--- config.mk ---
export PLATFORM = sky130hd
export DESIGN_NAME = comma_deser
export DESIGN_NICKNAME = d
export VERILOG_FILES = /design/src/rtl/cd_pkg.sv /design/src/rtl/cd_window.sv /design/src/rtl/cd_mark_find.sv /design/src/rtl/cd_frame_ctrl.sv /design/src/rtl/cd_byteclk.sv /design/src/rtl/comma_deser.sv
export SDC_FILE = /design/constraint.sdc
export NUM_CORES = 1
export LEC_CHECK = 0
export ABC_AREA = 1
export CAP_MARGIN = 20
export CELL_PAD_IN_SITES_DETAIL_PLACEMENT = 0
export CELL_PAD_IN_SITES_GLOBAL_PLACEMENT = 1
export CORE_MARGIN = 1.5
export CORE_UTILIZATION = 39
export DETAILED_ROUTE_END_ITERATION = 10
export PLACE_DENSITY_LB_ADDON = 0.1
export SETUP_SLACK_MARGIN = 0.1
export SYNTH_ARGS = -nofsm -noshare
export SYNTH_HDL_FRONTEND = slang
export SYNTH_SLANG_ARGS = --single-unit
--- constraint.sdc ---
create_clock -name clk -period 1.45 [get_ports clk]
set_input_delay 0.145 -clock clk [delete_from_list [all_inputs] [get_ports clk]]
set_output_delay 0.145 -clock clk [all_outputs]
set_load 0.1 [all_outputs]
--- src/rtl/cd_pkg.sv ---
package cd_pkg;
  // action chosen by the framing controller for one bit period
  typedef enum logic [1:0] {
    ACT_COUNT   = 2'd0,
    ACT_WRAP    = 2'd1,
    ACT_REALIGN = 2'd2
  } frame_act_t;

  function automatic int cnt_width(input int n);
    return (n <= 2) ? 1 : $clog2(n);
  endfunction
endpackage

--- src/rtl/cd_window.sv ---
module cd_window #(
  parameter int WORD_W = 10
) (
  input  logic              clk,
  input  logic              rst,
  input  logic              ser_in,
  output logic [WORD_W-1:0] win
);
  // newest bit enters at the top, oldest sits in bit 0
  always_ff @(posedge clk) begin
    if (rst) win <= '0;
    else     win <= {ser_in, win[WORD_W-1:1]};
  end
endmodule

--- src/rtl/cd_mark_find.sv ---
module cd_mark_find #(
  parameter int              WORD_W   = 10,
  parameter int              MARK_LEN = 7,
  parameter logic [MARK_LEN-1:0] MARK_PAT = 7'b1111100
) (
  input  logic [WORD_W-1:0] win,
  output logic              hit
);
  logic [MARK_LEN-1:0] bit_ok;

  for (genvar i = 0; i < MARK_LEN; i++) begin : g_cmp
    assign bit_ok[i] = (win[i] == MARK_PAT[i]);
  end

  assign hit = &bit_ok;
endmodule

--- src/rtl/cd_frame_ctrl.sv ---
module cd_frame_ctrl
  import cd_pkg::*;
#(
  parameter int WORD_W = 10
) (
  input  logic clk,
  input  logic rst,
  input  logic hit,
  output logic wrap,
  output logic realign,
  output logic sel
);
  localparam int PW = cnt_width(WORD_W);
  localparam logic [PW-1:0] LAST = PW'(WORD_W - 1);

  logic [PW-1:0] ph;
  logic          guard;
  frame_act_t    act;

  always_comb begin
    act = ACT_COUNT;
    if (hit && (ph != LAST) && !guard) act = ACT_REALIGN;
    else if (ph == LAST)               act = ACT_WRAP;
  end

  assign wrap    = (act == ACT_WRAP);
  assign realign = (act == ACT_REALIGN);

  always_ff @(posedge clk) begin
    if (rst) begin
      ph    <= '0;
      guard <= 1'b0;
      sel   <= 1'b1;
    end else begin
      unique case (act)
        ACT_REALIGN: begin
          ph    <= '0;
          guard <= 1'b1;
          sel   <= 1'b0;
        end
        ACT_WRAP: begin
          ph    <= '0;
          guard <= 1'b0;
          sel   <= ~sel;
        end
        default: ph <= ph + PW'(1);
      endcase
    end
  end
endmodule

--- src/rtl/cd_byteclk.sv ---
module cd_byteclk #(
  parameter int WORD_W = 10
) (
  input  logic              clk,
  input  logic              rst,
  input  logic              wrap,
  input  logic              sel,
  input  logic [WORD_W-1:0] win,
  output logic [WORD_W-1:0] word_out,
  output logic              byte_clk_a,
  output logic              byte_clk_b
);
  localparam int HALF = WORD_W / 2;
  localparam int HW   = $clog2(HALF + 1);
  localparam logic [HW-1:0] HALF_C = HW'(HALF);

  logic          owner;
  logic [HW-1:0] hc;

  always_ff @(posedge clk) begin
    if (rst) begin
      word_out   <= '0;
      owner      <= 1'b0;
      hc         <= '0;
      byte_clk_a <= 1'b0;
      byte_clk_b <= 1'b1;
    end else if (wrap) begin
      word_out <= win;
      owner    <= sel;
      hc       <= HALF_C;
    end else if (hc != '0) begin
      hc <= hc - HW'(1);
      if (hc == HW'(1)) begin
        byte_clk_a <= owner;
        byte_clk_b <= ~owner;
      end
    end
  end
endmodule

--- src/rtl/comma_deser.sv ---
module comma_deser #(
  parameter int                  WORD_W   = 10,
  parameter int                  MARK_LEN = 7,
  parameter logic [MARK_LEN-1:0] MARK_PAT = 7'b1111100
) (
  input  logic              clk,
  input  logic              rst,
  input  logic              ser_in,
  output logic [WORD_W-1:0] word_out,
  output logic              byte_clk_a,
  output logic              byte_clk_b
);
  logic [WORD_W-1:0] win;
  logic              hit;
  logic              wrap;
  logic              realign;
  logic              sel;

  cd_window #(.WORD_W(WORD_W)) u_win (
    .clk(clk), .rst(rst), .ser_in(ser_in), .win(win)
  );

  cd_mark_find #(.WORD_W(WORD_W), .MARK_LEN(MARK_LEN), .MARK_PAT(MARK_PAT)) u_find (
    .win(win), .hit(hit)
  );

  cd_frame_ctrl #(.WORD_W(WORD_W)) u_ctrl (
    .clk(clk), .rst(rst), .hit(hit), .wrap(wrap), .realign(realign), .sel(sel)
  );

  cd_byteclk #(.WORD_W(WORD_W)) u_bclk (
    .clk(clk), .rst(rst), .wrap(wrap), .sel(sel), .win(win),
    .word_out(word_out), .byte_clk_a(byte_clk_a), .byte_clk_b(byte_clk_b)
  );
endmodule

; Yosys cells after proc, flatten, opt, wreduce, memory -nomap -nowiden
; Cells that the tools add are included.
; W data, S select, Z words.
[word_totals]
register_bits = 32
[classes]
mux = 6
bitwise_logic = 5
add_sub_neg = 2
n_reduce_logical = 10
n_eq_ne = 5
[op_table]
columns = operator, count
row1 = $reduce_and A7 Y1, 1
row2 = $mux W3, 2
row3 = $not A1 Y1, 5
row4 = $add A4 B1 Y4 const B, 1
row5 = $eq A4 B4 Y1 const B, 1
row6 = $ne A4 B4 Y1 const B, 1
row7 = $pmux W1 S2, 2
row8 = $reduce_bool A2 Y1, 2
row9 = $eq A3 B1 Y1 const B, 1
row10 = $reduce_and A3 Y1, 1
row11 = $reduce_bool A3 Y1, 1
row12 = $reduce_or A3 Y1, 1
row13 = $sub A3 B1 Y3 const B, 1
row14 = $eq A2 B1 Y1 const B, 1
row15 = $eq A2 B2 Y1 const B, 1
row16 = $logic_and A1 B1 Y1, 2
row17 = $mux W2, 1
row18 = $reduce_or A2 Y1, 1
row19 = $logic_not A1 Y1, 1
row20 = $mux W1, 1

; Logic depth before layout (Yosys ltp)
; Gate-level depths: netlist of the first run.
[logic_depth]
depth_word = 8
ltp_mapped = 8

; Modules after synthesis
; A second synthesis of the first run with hierarchy kept.
[hier_totals]
hier_cells = 158
hier_area_um2 = 1285.0
[by_module_without_submodules]
columns = mod, area_per_inst_um2, cells_per_inst, seq_area_each_um2, instances
row1 = cd_byteclk, 678.2, 84, 320.3, 1
row2 = cd_window, 286.5, 31, 200.2, 1
row3 = cd_frame_ctrl, 282.8, 34, 120.1, 1
row4 = cd_mark_find, 37.5, 9, 0.0, 1

; Worst setup path before layout of the first run
; No wires, ideal clock.
[synth_path]
path_kind = register to register
start = register u_bclk.byte_clk_a (netlist name)
end = register u_bclk.byte_clk_a
n_path_buf = 0
arrival_time_ns = 1.163
period_less_slack_ns = 1.232
t_required_ns = 1.380
stages_incl_launch_ff = 3
setup_ns = 0.070
path_slack_ns = 0.218
cell_sequence = dfxtp_1 -> nand2_1 -> a21oi_1
[synth_rtl]
columns = element, line
row1 = to (signal assigned), cd_byteclk.sv:34  ; byte_clk_a <= owner;
row2 = to (decl), cd_byteclk.sv:10  ; output logic byte_clk_a,

; Worst setup path in the final report of the first run
[layout_path]
start = register u_ctrl.ph[1]
end = register u_ctrl.ph[0]
[layout_via]
elab_chain_len = 6
[layout_lines]
columns = element, line
row1 = from (decl), cd_frame_ctrl.sv:16  ; logic [PW-1:0] ph;
row2 = from (signal assigned), cd_frame_ctrl.sv:46  ; default: ph <= ph + PW'(1);
row3 = $ne A4 B4 Y1, cd_frame_ctrl.sv:22  ; if (hit && (ph != LAST) && !guard) act = ACT_REALIGN;
row4 = $logic_and A1 B1 Y1 (2 in a row), cd_frame_ctrl.sv:22
row5 = $mux W2 (*), cd_frame_ctrl.sv:22
row6 = $eq A2 B2 Y1 / $eq A2 B1 Y1 (equally long branches), -
row7 = $reduce_or A3 Y1 (no source line) (*), -
; Every way passes the cells marked *; elsewhere a longest branch is shown, timed or not.
; A chain may end at the register's enable or synchronous reset.

==> impl_metrics.env, run 1 <==
export IMPL_clockBufferDepth=2
export IMPL_grt_pass1_vias=836
export IMPL_path_max_fanout=7
export IMPL_grt_first_pass_wirelength_mm=3.44
export IMPL_finalCritPeriodShare_pct=85.5
export IMPL_drtIter0Drc=22
export IMPL_critPathSlowestCell="dfxtp_2"
export IMPL_routed_wl_mm=1.97
export IMPL_crit_family="simple AND/OR/NAND/NOR gates"
export IMPL_coreArea_mm2=0.00278
export IMPL_ctsHtreeMaxLevel=2
export IMPL_clk_transition_reported_paths_ps=90
export IMPL_cts_buffers=5
export IMPL_max_freq_mhz=806
export IMPL_antenna_cells=0
export IMPL_internal_power_mw=1.44
export IMPL_worstPathRequired_ps=1710
export IMPL_cp_cell_sequence="inv_2 > ha_4 > nand2_2 > nor2_4 > nor2_1 > nand2_1 > nand2_2 > nor2_2"
export IMPL_gp_congestion=0.749
export IMPL_max_cap_violations=0
export IMPL_cp_num_buf_inv=1
export IMPL_areaGrowthSynthToFinish_pct=36.5
export IMPL_power_frac_seq_pct=49.0
export IMPL_vias_per_cell=4.59
export IMPL_drc=0
export IMPL_yosysSeqAreaShare_pct=55.2
export IMPL_syn_inst=140
export IMPL_synth_nets=148
export IMPL_yosys_cell_types_count=20
export IMPL_die_h_um=57.5
export IMPL_post_dp_cell_area_mm2=0.00146
export IMPL_avgSynthCellArea_um2=8.28
export IMPL_final_nets=171
export IMPL_period_needed_ps=1240
export IMPL_sw_frac_of_total_pct=28.1
export IMPL_clock_latency_ps=320
export IMPL_finalSetupViolations=0
export IMPL_syn_area_mm2=0.00116
export IMPL_detail_route_antenna_nets=0
export IMPL_pwr_share_clk_pct=32.5
export IMPL_utilization_pct=56.9
export IMPL_track_usage_pct=13.9
export IMPL_whs_ps=328
export IMPL_hp_class="in -> reg"
export IMPL_dr_total_vias=896
export IMPL_drive_gt1_share_pct=21.3
export IMPL_die_w_um=57.5
export IMPL_cts_tree="yes"
export IMPL_maxSlewViolCount=0
export IMPL_num_io_pins=15
export IMPL_critPathKind="reg -> reg"
export IMPL_cpMostUsedCell="nand2_2"
export IMPL_dp_hpwl_mm=1.46
export IMPL_synth_seq_cells=32
export IMPL_cts_root_buf="clkbuf_4"
export IMPL_antenna_found_initial=0
export IMPL_grt_max_degree=14
export IMPL_cpPeakStageDelay_ps=340
export IMPL_leakagePower_nw=0.741
export IMPL_fill_cells=268
export IMPL_postCtsHoldBufs=0
export IMPL_tightestPinTransition_ps=366
export IMPL_start_util_pct=41.7
export IMPL_rows=19
export IMPL_grt_ovfl_total=0
export IMPL_vdd_drop_max_mv=0.821
export IMPL_fin_setup_tns_ps=0
export IMPL_io_buffers=14
export IMPL_synth_yosys_warnings=0
export IMPL_cellPowerDensity_mw_per_mm2=1260
export IMPL_p_sw_mw=0.561
export IMPL_finalHoldViolCount=0
export IMPL_final_design_area_no_fill_mm2=0.00158
export IMPL_rsz0062_at_grt="no"
export IMPL_max_slew_margin_pct=75.6
export IMPL_crit_path_start_kind="flop"
export IMPL_arrival_ps=1500
export IMPL_die_area_mm2=0.00331
export IMPL_status="finished, final reports clean"
export IMPL_cp_end_kind="flop"
export IMPL_drtPass1Iterations=4
export IMPL_wl_per_cell_um=10.1
export IMPL_skew_ps=6.83
export IMPL_combPwrFrac_pct=18.4
export IMPL_cts_sinks=32
export IMPL_finalPower_mw=2.00
-- metal layers --
| layer | wire, µm | GRT usage, % |
|---|---|---|
| met4 | 42 | 8.97 |
| met3 | 78 | 4.76 |
| met1 | 946 | 16.4 |
| met5 | 0 | 0 |
| met2 | 900 | 21.6 |
-- power groups by stage --
stage	Combinational [mW]	Sequential (mW)	Clock [mW]
6_report	0.368	0.980	0.651
5_1_grt	0.433	0.989	0.720
4_1_cts	0.358	0.976	0.678
3_5_place_dp	0.355	0.996	0
3_3_place_gp	0.352	0.993	0
2_1_floorplan	0.215	1.04	0
-- tightest hold or removal path: cells and delay by family --
| kind | cells | cell delay (ps) |
|---|---|---|
| buffers and inverters | 2 | 440 |
| AND/OR/NAND/NOR | 1 | 30 |
-- Yosys cell counts, drive strengths merged --
cell type,instances,area [µm²]
nand2,23,88.8
inv,24,90.1
nand3,6,30.0
o211ai,1,7.51
nor2,27,111
o21a,1,7.51
buf,2,16.3
o21ai,4,20.0
a21oi,11,55.1
xnor2,1,8.76
xor2,1,8.76
nor3,1,5.00
nand3b,1,7.51
ha,5,62.6
dfxtp,32,641
-- stage by stage --
stage               cells  worst slack (ps)
floorplan             140               218
global placement      185               115
detailed placement    185              73.4
CTS                   193               124
global route          195               109
finish                195               210
-- path summary, 6_finish.rpt --
path	from	endpoint	slack (ps)	cells after the start
setup / recovery	u_ctrl.ph[1]	u_ctrl.ph[0]	210	8
hold / removal	ser_in	u_win.win[9]	330	3
setup reg to reg	u_ctrl.ph[1]	u_ctrl.ph[0]	210	8
hold reg to reg	u_ctrl.ph[0]	u_ctrl.ph[0]	440	1
-- final cells by class --
| cell class | count | area, µm² | share of cell area [%] |
|---|---|---|---|
| Sequential cell | 32 | 647 | 40.9 |
| Multi-Input combinational cell | 82 | 438 | 27.7 |
| Timing Repair Buffer | 18 | 290 | 18.3 |
| Inverter | 24 | 92.6 | 5.85 |
| Clock buffer | 6 | 41.3 | 2.61 |
| Tap cell | 31 | 38.8 | 2.45 |
| Clock inverter | 2 | 35.0 | 2.21 |
-- flip-flops by register name, indices dropped and copies added (netlist names) --
signal	count
u_bclk.word_out	10
u_win.win	10
u_bclk.byte_clk_b	1
u_bclk.hc	3
u_bclk.owner	1
u_ctrl.guard	1
u_ctrl.sel	1
u_ctrl.ph	4
u_bclk.byte_clk_a	1
-- what timing repair did --
| action | CTS | global route |
|---|---|---|
| endpoints found under the setup margin | 0 | 13 |
| hold endpoints to repair | 0 | 0 |
| gates resized for setup | 0 | 12 |
| setup buffers | 0 | 2 |
-- logic make-up after synthesis --
group | Yosys count | share of synthesized area [%]
xor gates and xnor gates | 2 | 1.51
AOI/OAI and AO/OA | 17 | 7.77
and+or+nand+nor | 58 | 20.9
adders and majority gates | 5 | 5.39
buffers and inverters | 26 | 9.17
DFF | 32 | 55.2
-- cells in the final DEF, fill, tap and decap left out --
cell type and instances:
nand3_1 6, nor2_4 2, nand3b_1 1, nand2_1 21, nor2_1 23, dfxtp_2 2, inv_4 1, xnor2_1 1
buf_4 4, clkinv_2 1, xor2_1 1, ha_4 1, bufinv_16 1, o21ai_0 4, clkbuf_4 5, buf_12 12
a21oi_1 11, o21a_1 1, clkbuf_1 1, nor3_1 1, dfxtp_4 1, inv_1 22, o211ai_1 1, inv_2 1
ha_1 4, clkdlybuf4s50_1 2, nor2_2 2, nand2_2 2, dfxtp_1 29
Note: power is estimated with default switching activity, not from simulation.
==> run 2: changes to the inputs <==
--- a/config.mk
+++ b/config.mk
@@ -9,6 +9,7 @@
 export CAP_MARGIN = 20
 export CELL_PAD_IN_SITES_DETAIL_PLACEMENT = 0
 export CELL_PAD_IN_SITES_GLOBAL_PLACEMENT = 1
+export CORE_ASPECT_RATIO = 0.7
 export CORE_MARGIN = 1.5
 export CORE_UTILIZATION = 39
 export DETAILED_ROUTE_END_ITERATION = 10
==> run 2 against run 1 <==
Against the previous run: combinational power up 3%; sequential share of layout area decreased by 0.37 points; core utilization about the same; via count fell by 3.9%; global-route usage rose by 0.73 points; register-to-register slack worse by 20 ps; hold slack improved by 60 ps; final cell count increased by 1.5%; power down 0.75%; critical path type unchanged; critical endpoint is now u_bclk.byte_clk_a.
==> impl_metrics.env, run 2 (synthesis results as in run 1) <==
export IMPL_status="finished, final reports clean"
export IMPL_maxSlewViolCount=0
export IMPL_arrival_ps=1470
export IMPL_vdd_drop_max_mv=0.574
export IMPL_io_buffers=14
export IMPL_hp_class="in -> reg"
export IMPL_num_io_pins=15
export IMPL_antenna_found_initial=0
export IMPL_antenna_cells=0
export IMPL_cts_sinks=32
export IMPL_grt_ovfl_total=0
export IMPL_track_usage_pct=14.7
export IMPL_rows=16
export IMPL_crit_family="flip-flops"
export IMPL_max_cap_violations=0
export IMPL_skew_ps=3.32
export IMPL_finalCritPeriodShare_pct=87.3
export IMPL_drtPass1Iterations=4
export IMPL_post_dp_cell_area_mm2=0.00146
export IMPL_rsz0062_at_grt="no"
export IMPL_multi_input_area_um2=443
export IMPL_die_h_um=48.6
export IMPL_fin_setup_tns_ps=0
export IMPL_cts_buffers=5
export IMPL_utilization_pct=56.9
export IMPL_dp_hpwl_mm=1.43
export IMPL_cp_cell_sequence="inv_1 > ha_1 > inv_1 > nand2_1 > nor2_1 > nand3_1 > a21oi_1"
export IMPL_stdcell_count=198
export IMPL_place_inst=189
export IMPL_die_w_um=68.2
export IMPL_tightestPinTransition_ps=352
export IMPL_wl_per_cell_um=10.2
export IMPL_final_design_area_no_fill_mm2=0.00159
export IMPL_max_freq_mhz=790
export IMPL_dr_total_vias=861
export IMPL_regArea_um2=646
export IMPL_die_area_mm2=0.00332
export IMPL_clk_transition_reported_paths_ps=60
export IMPL_postCtsHoldBufs=0
export IMPL_post_route_worst_setup_slack_ps=185
export IMPL_critPathKind="reg -> reg"
export IMPL_max_slew_margin_pct=76.5
export IMPL_start_util_pct=41.4
export IMPL_grt_pass1_vias=786
export IMPL_post_place_ws_ps=116
export IMPL_grt_max_degree=14
export IMPL_drive_gt1_share_pct=20.4
export IMPL_cellPowerDensity_mw_per_mm2=1240
export IMPL_finalPower_mw=1.98
export IMPL_leakagePower_nw=0.735
export IMPL_reg_top3="u_bclk.word_out (10), u_win.win (10), u_ctrl.ph (4)"
export IMPL_areaGrowthSynthToFinish_pct=37.4
export IMPL_cpMostUsedCell="inv_1"
export IMPL_cts_tree="yes"
export IMPL_coreArea_mm2=0.00280
export IMPL_whs_ps=388
export IMPL_gp_congestion=0.720
export IMPL_fill_cells=249
export IMPL_ctsHtreeMaxLevel=2
export IMPL_finalHoldViolCount=0
export IMPL_grt_first_pass_wirelength_mm=3.51
export IMPL_period_needed_ps=1270
export IMPL_final_nets=170
export IMPL_finalSetupViolations=0
export IMPL_use_met2_pct=18.8
export IMPL_final_common_cell="dfxtp_1"
export IMPL_most_common_layout_cells="dfxtp_1 (30), inv_1 (23), nand2_1 (21), nor2_1 (21), buf_12 (12)"
export IMPL_cp_end_kind="flop"
export IMPL_detail_route_antenna_nets=0
export IMPL_cts_root_buf="clkbuf_8"
export IMPL_drtIter0Drc=35
export IMPL_clock_latency_ps=280
export IMPL_use_met1_pct=20.0
export IMPL_vias_per_cell=4.35
export IMPL_crit_path_start_kind="flop"
export IMPL_cp_num_buf_inv=2
export IMPL_routed_wl_mm=2.02
export IMPL_drc=0
export IMPL_grtUsageMet3_pct=8.37
export IMPL_worstPathRequired_ps=1660
export IMPL_grt_busiest_layer="met1"
export IMPL_critPathSlowestCell="dfxtp_1"
export IMPL_path_max_fanout=3
export IMPL_clockBufferDepth=2
export IMPL_cpPeakStageDelay_ps=360
[run 2: worst reg2reg max path, cell delays in order, from the launching register on]
cell,delay (ps)
dfxtp_1,360
inv_1,90
ha_1,210
inv_1,110
nand2_1,70
nor2_1,140
nand3_1,80
a21oi_1,140
[run 2: power breakdown]
part           internal [mW]  switching [mW]
combinational          0.145           0.233
sequential             0.933          0.0493
clock                  0.325           0.298
total                   1.40           0.580
[run 2: layout make-up]
cell class,count,share of cell area (%)
well taps,36,2.83
flip-flops and latches,32,40.5
clock inverters,1,0.314
repair buffers,17,18.2
clock buffers,6,4.55
multi-input cells,82,27.8
inverters,24,5.81
[run 2: path summary, 6_finish.rpt]
path / slack, ps / from / cells past startpoint / endpoint
hold / removal: 390 / ser_in / 3 / u_win.win[9]
setup reg to reg: 180 / u_bclk.hc[0] / 7 / u_bclk.byte_clk_a
setup / recovery: 180 / u_bclk.hc[0] / 7 / u_bclk.byte_clk_a
hold reg to reg: 440 / u_win.win[9] / 2 / u_win.win[8]
[run 2: what timing repair did]
action / CTS / global route
setup endpoints to repair: 0 / 17
gates resized for setup: 0 / 14
setup buffers: 0 / 2
[run 2: per-layer routing]
layer	up-vias	share of wire, %
met1	369	51
li1	471	-
met5	-	0
met3	5	5.8
met4	0	1.0
met2	16	42
==> run 3: changes to the inputs <==
--- a/config.mk
+++ b/config.mk
@@ -5,13 +5,13 @@
 export SDC_FILE = /design/constraint.sdc
 export NUM_CORES = 1
 export LEC_CHECK = 0
-export ABC_AREA = 1
 export CAP_MARGIN = 20
 export CELL_PAD_IN_SITES_DETAIL_PLACEMENT = 0
 export CELL_PAD_IN_SITES_GLOBAL_PLACEMENT = 1
 export CORE_ASPECT_RATIO = 0.7
 export CORE_MARGIN = 1.5
-export CORE_UTILIZATION = 39
+export CORE_UTILIZATION = 40
+export CTS_CLUSTER_SIZE = 24
 export DETAILED_ROUTE_END_ITERATION = 10
 export PLACE_DENSITY_LB_ADDON = 0.1
 export SETUP_SLACK_MARGIN = 0.1
==> run 3 against run 2 <==
Against the previous run: non-clock buffer count rose by 5; hold slack improved by 22 ps; core utilization grew 2.5 points; first-iteration DRC count fell by 31%; design area is 3.7% higher; die area decreased by 1.8%; final cell count down 17%; maximum frequency decreased by 4.5%; critical endpoint is now u_bclk.word_out[9]; largest power group unchanged.
==> impl_metrics.env, run 3 <==
export IMPL_io_buffers=14
export IMPL_synthXorXnorAreaFrac_pct=2.25
export IMPL_dp_hpwl_mm=1.45
export IMPL_cp_cell_sequence="inv_2 > ha_4 > and3b_2 > clkbuf_16 > o22a_2"
export IMPL_ys_top_cells_by_count="dfxtp_1 (32), nor2b_1 (11), o22a_2 (9)"
export IMPL_final_nets=136
export IMPL_post_route_worst_setup_slack_ps=125
export IMPL_reg_top3="u_bclk.word_out (10), u_win.win (10), u_ctrl.ph (4)"
export IMPL_dr_total_vias=784
export IMPL_crit_path_start_kind="flop"
export IMPL_cts_buffers=5
export IMPL_power_frac_seq_pct=50.1
export IMPL_tightestPinTransition_ps=224
export IMPL_cp_end_kind="flop"
export IMPL_yosysSeqAreaShare_pct=54.9
export IMPL_cts_sinks=32
export IMPL_fill_cells=232
export IMPL_die_w_um=67.6
export IMPL_crit_family="flip-flops"
export IMPL_areaGrowthSynthToFinish_pct=41.6
export IMPL_syn_area_mm2=0.00117
export IMPL_stdcell_count=165
export IMPL_cts_root_buf="clkbuf_8"
export IMPL_synth_seq_cells=32
export IMPL_leakagePower_nw=0.671
export IMPL_antenna_found_initial=0
export IMPL_yosys_cell_count_top_type="dfxtp_1"
export IMPL_combPwrFrac_pct=14.3
export IMPL_die_h_um=48.2
export IMPL_yosys_cell_types_count=31
export IMPL_grt_ovfl_total=0
export IMPL_final_common_cell="dfxtp_1"
export IMPL_rsz0062_at_grt="no"
export IMPL_hp_class="in -> reg"
export IMPL_antenna_cells=0
export IMPL_synth_compound_area_share_pct=13.7
export IMPL_maxSlewViolCount=0
export IMPL_max_cap_violations=0
export IMPL_status="finished, final reports clean"
export IMPL_num_io_pins=15
export IMPL_cpPeakStageDelay_ps=340
export IMPL_worstPathRequired_ps=1630
export IMPL_vdd_drop_max_mv=0.617
export IMPL_drtPass1Iterations=4
export IMPL_critPathKind="reg -> reg"
export IMPL_clock_latency_ps=280
export IMPL_clockBufferDepth=2
export IMPL_rows=16
export IMPL_synth_fa_ha_area_share_pct=5.36
export IMPL_synth_area_leaders="dfxtp_1 (55%), o22a_2 (7.7%), nor2b_1 (5.9%)"
export IMPL_post_place_ws_ps=82.7
export IMPL_drc=0
export IMPL_syn_inst=102
export IMPL_arrival_ps=1510
export IMPL_drive_gt1_share_pct=35.7
export IMPL_track_usage_pct=14.1
export IMPL_period_needed_ps=1330
export IMPL_cellPowerDensity_mw_per_mm2=1160
export IMPL_finalHoldViolCount=0
export IMPL_drtIter0Drc=24
export IMPL_pwr_share_clk_pct=35.6
export IMPL_path_max_fanout=5
export IMPL_place_inst=154
export IMPL_most_common_layout_cells="dfxtp_1 (30), buf_12 (13), nor2b_1 (11)"
export IMPL_ctsHtreeMaxLevel=2
export IMPL_internal_power_mw=1.45
export IMPL_synth_yosys_warnings=0
export IMPL_finalCritPeriodShare_pct=91.4
export IMPL_grt_first_pass_wirelength_mm=3.08
export IMPL_grt_max_degree=12
export IMPL_grt_pass1_vias=655
export IMPL_die_area_mm2=0.00326
export IMPL_gp_congestion=0.631
export IMPL_postCtsHoldBufs=0
export IMPL_synth_largest_area_cell="dfxtp_1"
export IMPL_synth_area_mux_share_pct=0.857
export IMPL_utilization_pct=59.4
export IMPL_vias_per_cell=4.75
export IMPL_wl_per_cell_um=12.9
export IMPL_coreArea_mm2=0.00278
export IMPL_routed_wl_mm=2.12
export IMPL_detail_route_antenna_nets=0
export IMPL_sw_frac_of_total_pct=24.6
export IMPL_p_sw_mw=0.474
export IMPL_max_slew_margin_pct=85.1
export IMPL_synth_edff_count=0
export IMPL_cp_num_buf_inv=2
export IMPL_max_freq_mhz=755
export IMPL_synthSimpleGateAreaFrac_pct=18.6
export IMPL_synth_top_area_share_pct=54.9
export IMPL_synth_nets=110
export IMPL_fin_setup_tns_ps=0
export IMPL_cts_tree="yes"
export IMPL_finalPower_mw=1.92
export IMPL_skew_ps=5.23
export IMPL_synth_async_reset_ratio_pct=0
export IMPL_critPathSlowestCell="dfxtp_2"
export IMPL_avgSynthCellArea_um2=11.4
export IMPL_clk_transition_reported_paths_ps=60
export IMPL_ys_flop_type="dfxtp_1"
export IMPL_start_util_pct=42.0
export IMPL_synth_top_family_by_area="simple AND/OR/NAND/NOR gates"
export IMPL_finalSetupViolations=0
[run 3: layout make-up]
cell class              instances  area [µm²]  area share [%]
repair buffers                 22         350            21.2
well taps                      36        45.0            2.73
inverters                       4        15.0           0.908
flip-flops and latches         32         643            38.9
multi-input cells              63         509            30.8
clock buffers                   8        90.1            5.45
[run 3: layer usage]
layer	up-vias	track usage, %	share of wire [%]
li1	406	-	-
met1	353	19.5	54
met2	18	17.6	38
met3	7	6.47	5.2
met4	0	8.57	2.5
met5	-	0	0
[run 3: worst reg2reg max path, cell delays in order, from the launching register on]
cell and delay (ps):
dfxtp_2 340, inv_2 40, ha_4 150, and3b_2 290, clkbuf_16 180, o22a_2 220
[run 3: repair_timing]
item	CTS	global route
pin swaps	1	2
cloned	1	1
setup endpoints to repair	10	11
buffers inserted	0	1
gates resized for setup	4	4
[run 3: kinds of logic after synthesis]
family / count (synthesis)
compound gates: 19
xor+xnor: 3
simple gates: 34
mux: 1
flops: 32
buf+inv: 8
fa+ha+maj: 5
[run 3: per-stage QoR]
stage / hold WS [ps] / cell area, µm²
detailed placement: 451 / 1500
floorplan: 273 / 1170
finish: 410 / 1650
global route: 412 / 1650
global placement: 446 / 1500
CTS: 404 / 1600
[run 3: power groups by stage]
stage               logic (mW)  registers, mW  clock network [mW]
floorplan                0.211          0.978                   0
global placement         0.263          0.978                   0
detailed placement       0.264          0.979                   0
CTS                      0.272          0.962               0.699
global route             0.321          0.972               0.743
finish                   0.275          0.964               0.684
[run 3: worst paths after layout]
check                from                  to  slack [ps]  cells past startpoint
min reg2reg    u_ctrl.sel        u_bclk.owner         450                      2
max          u_ctrl.ph[1]  u_bclk.word_out[9]         120                      5
min                ser_in        u_win.win[9]         410                      2
max reg2reg  u_ctrl.ph[1]  u_bclk.word_out[9]         120                      5
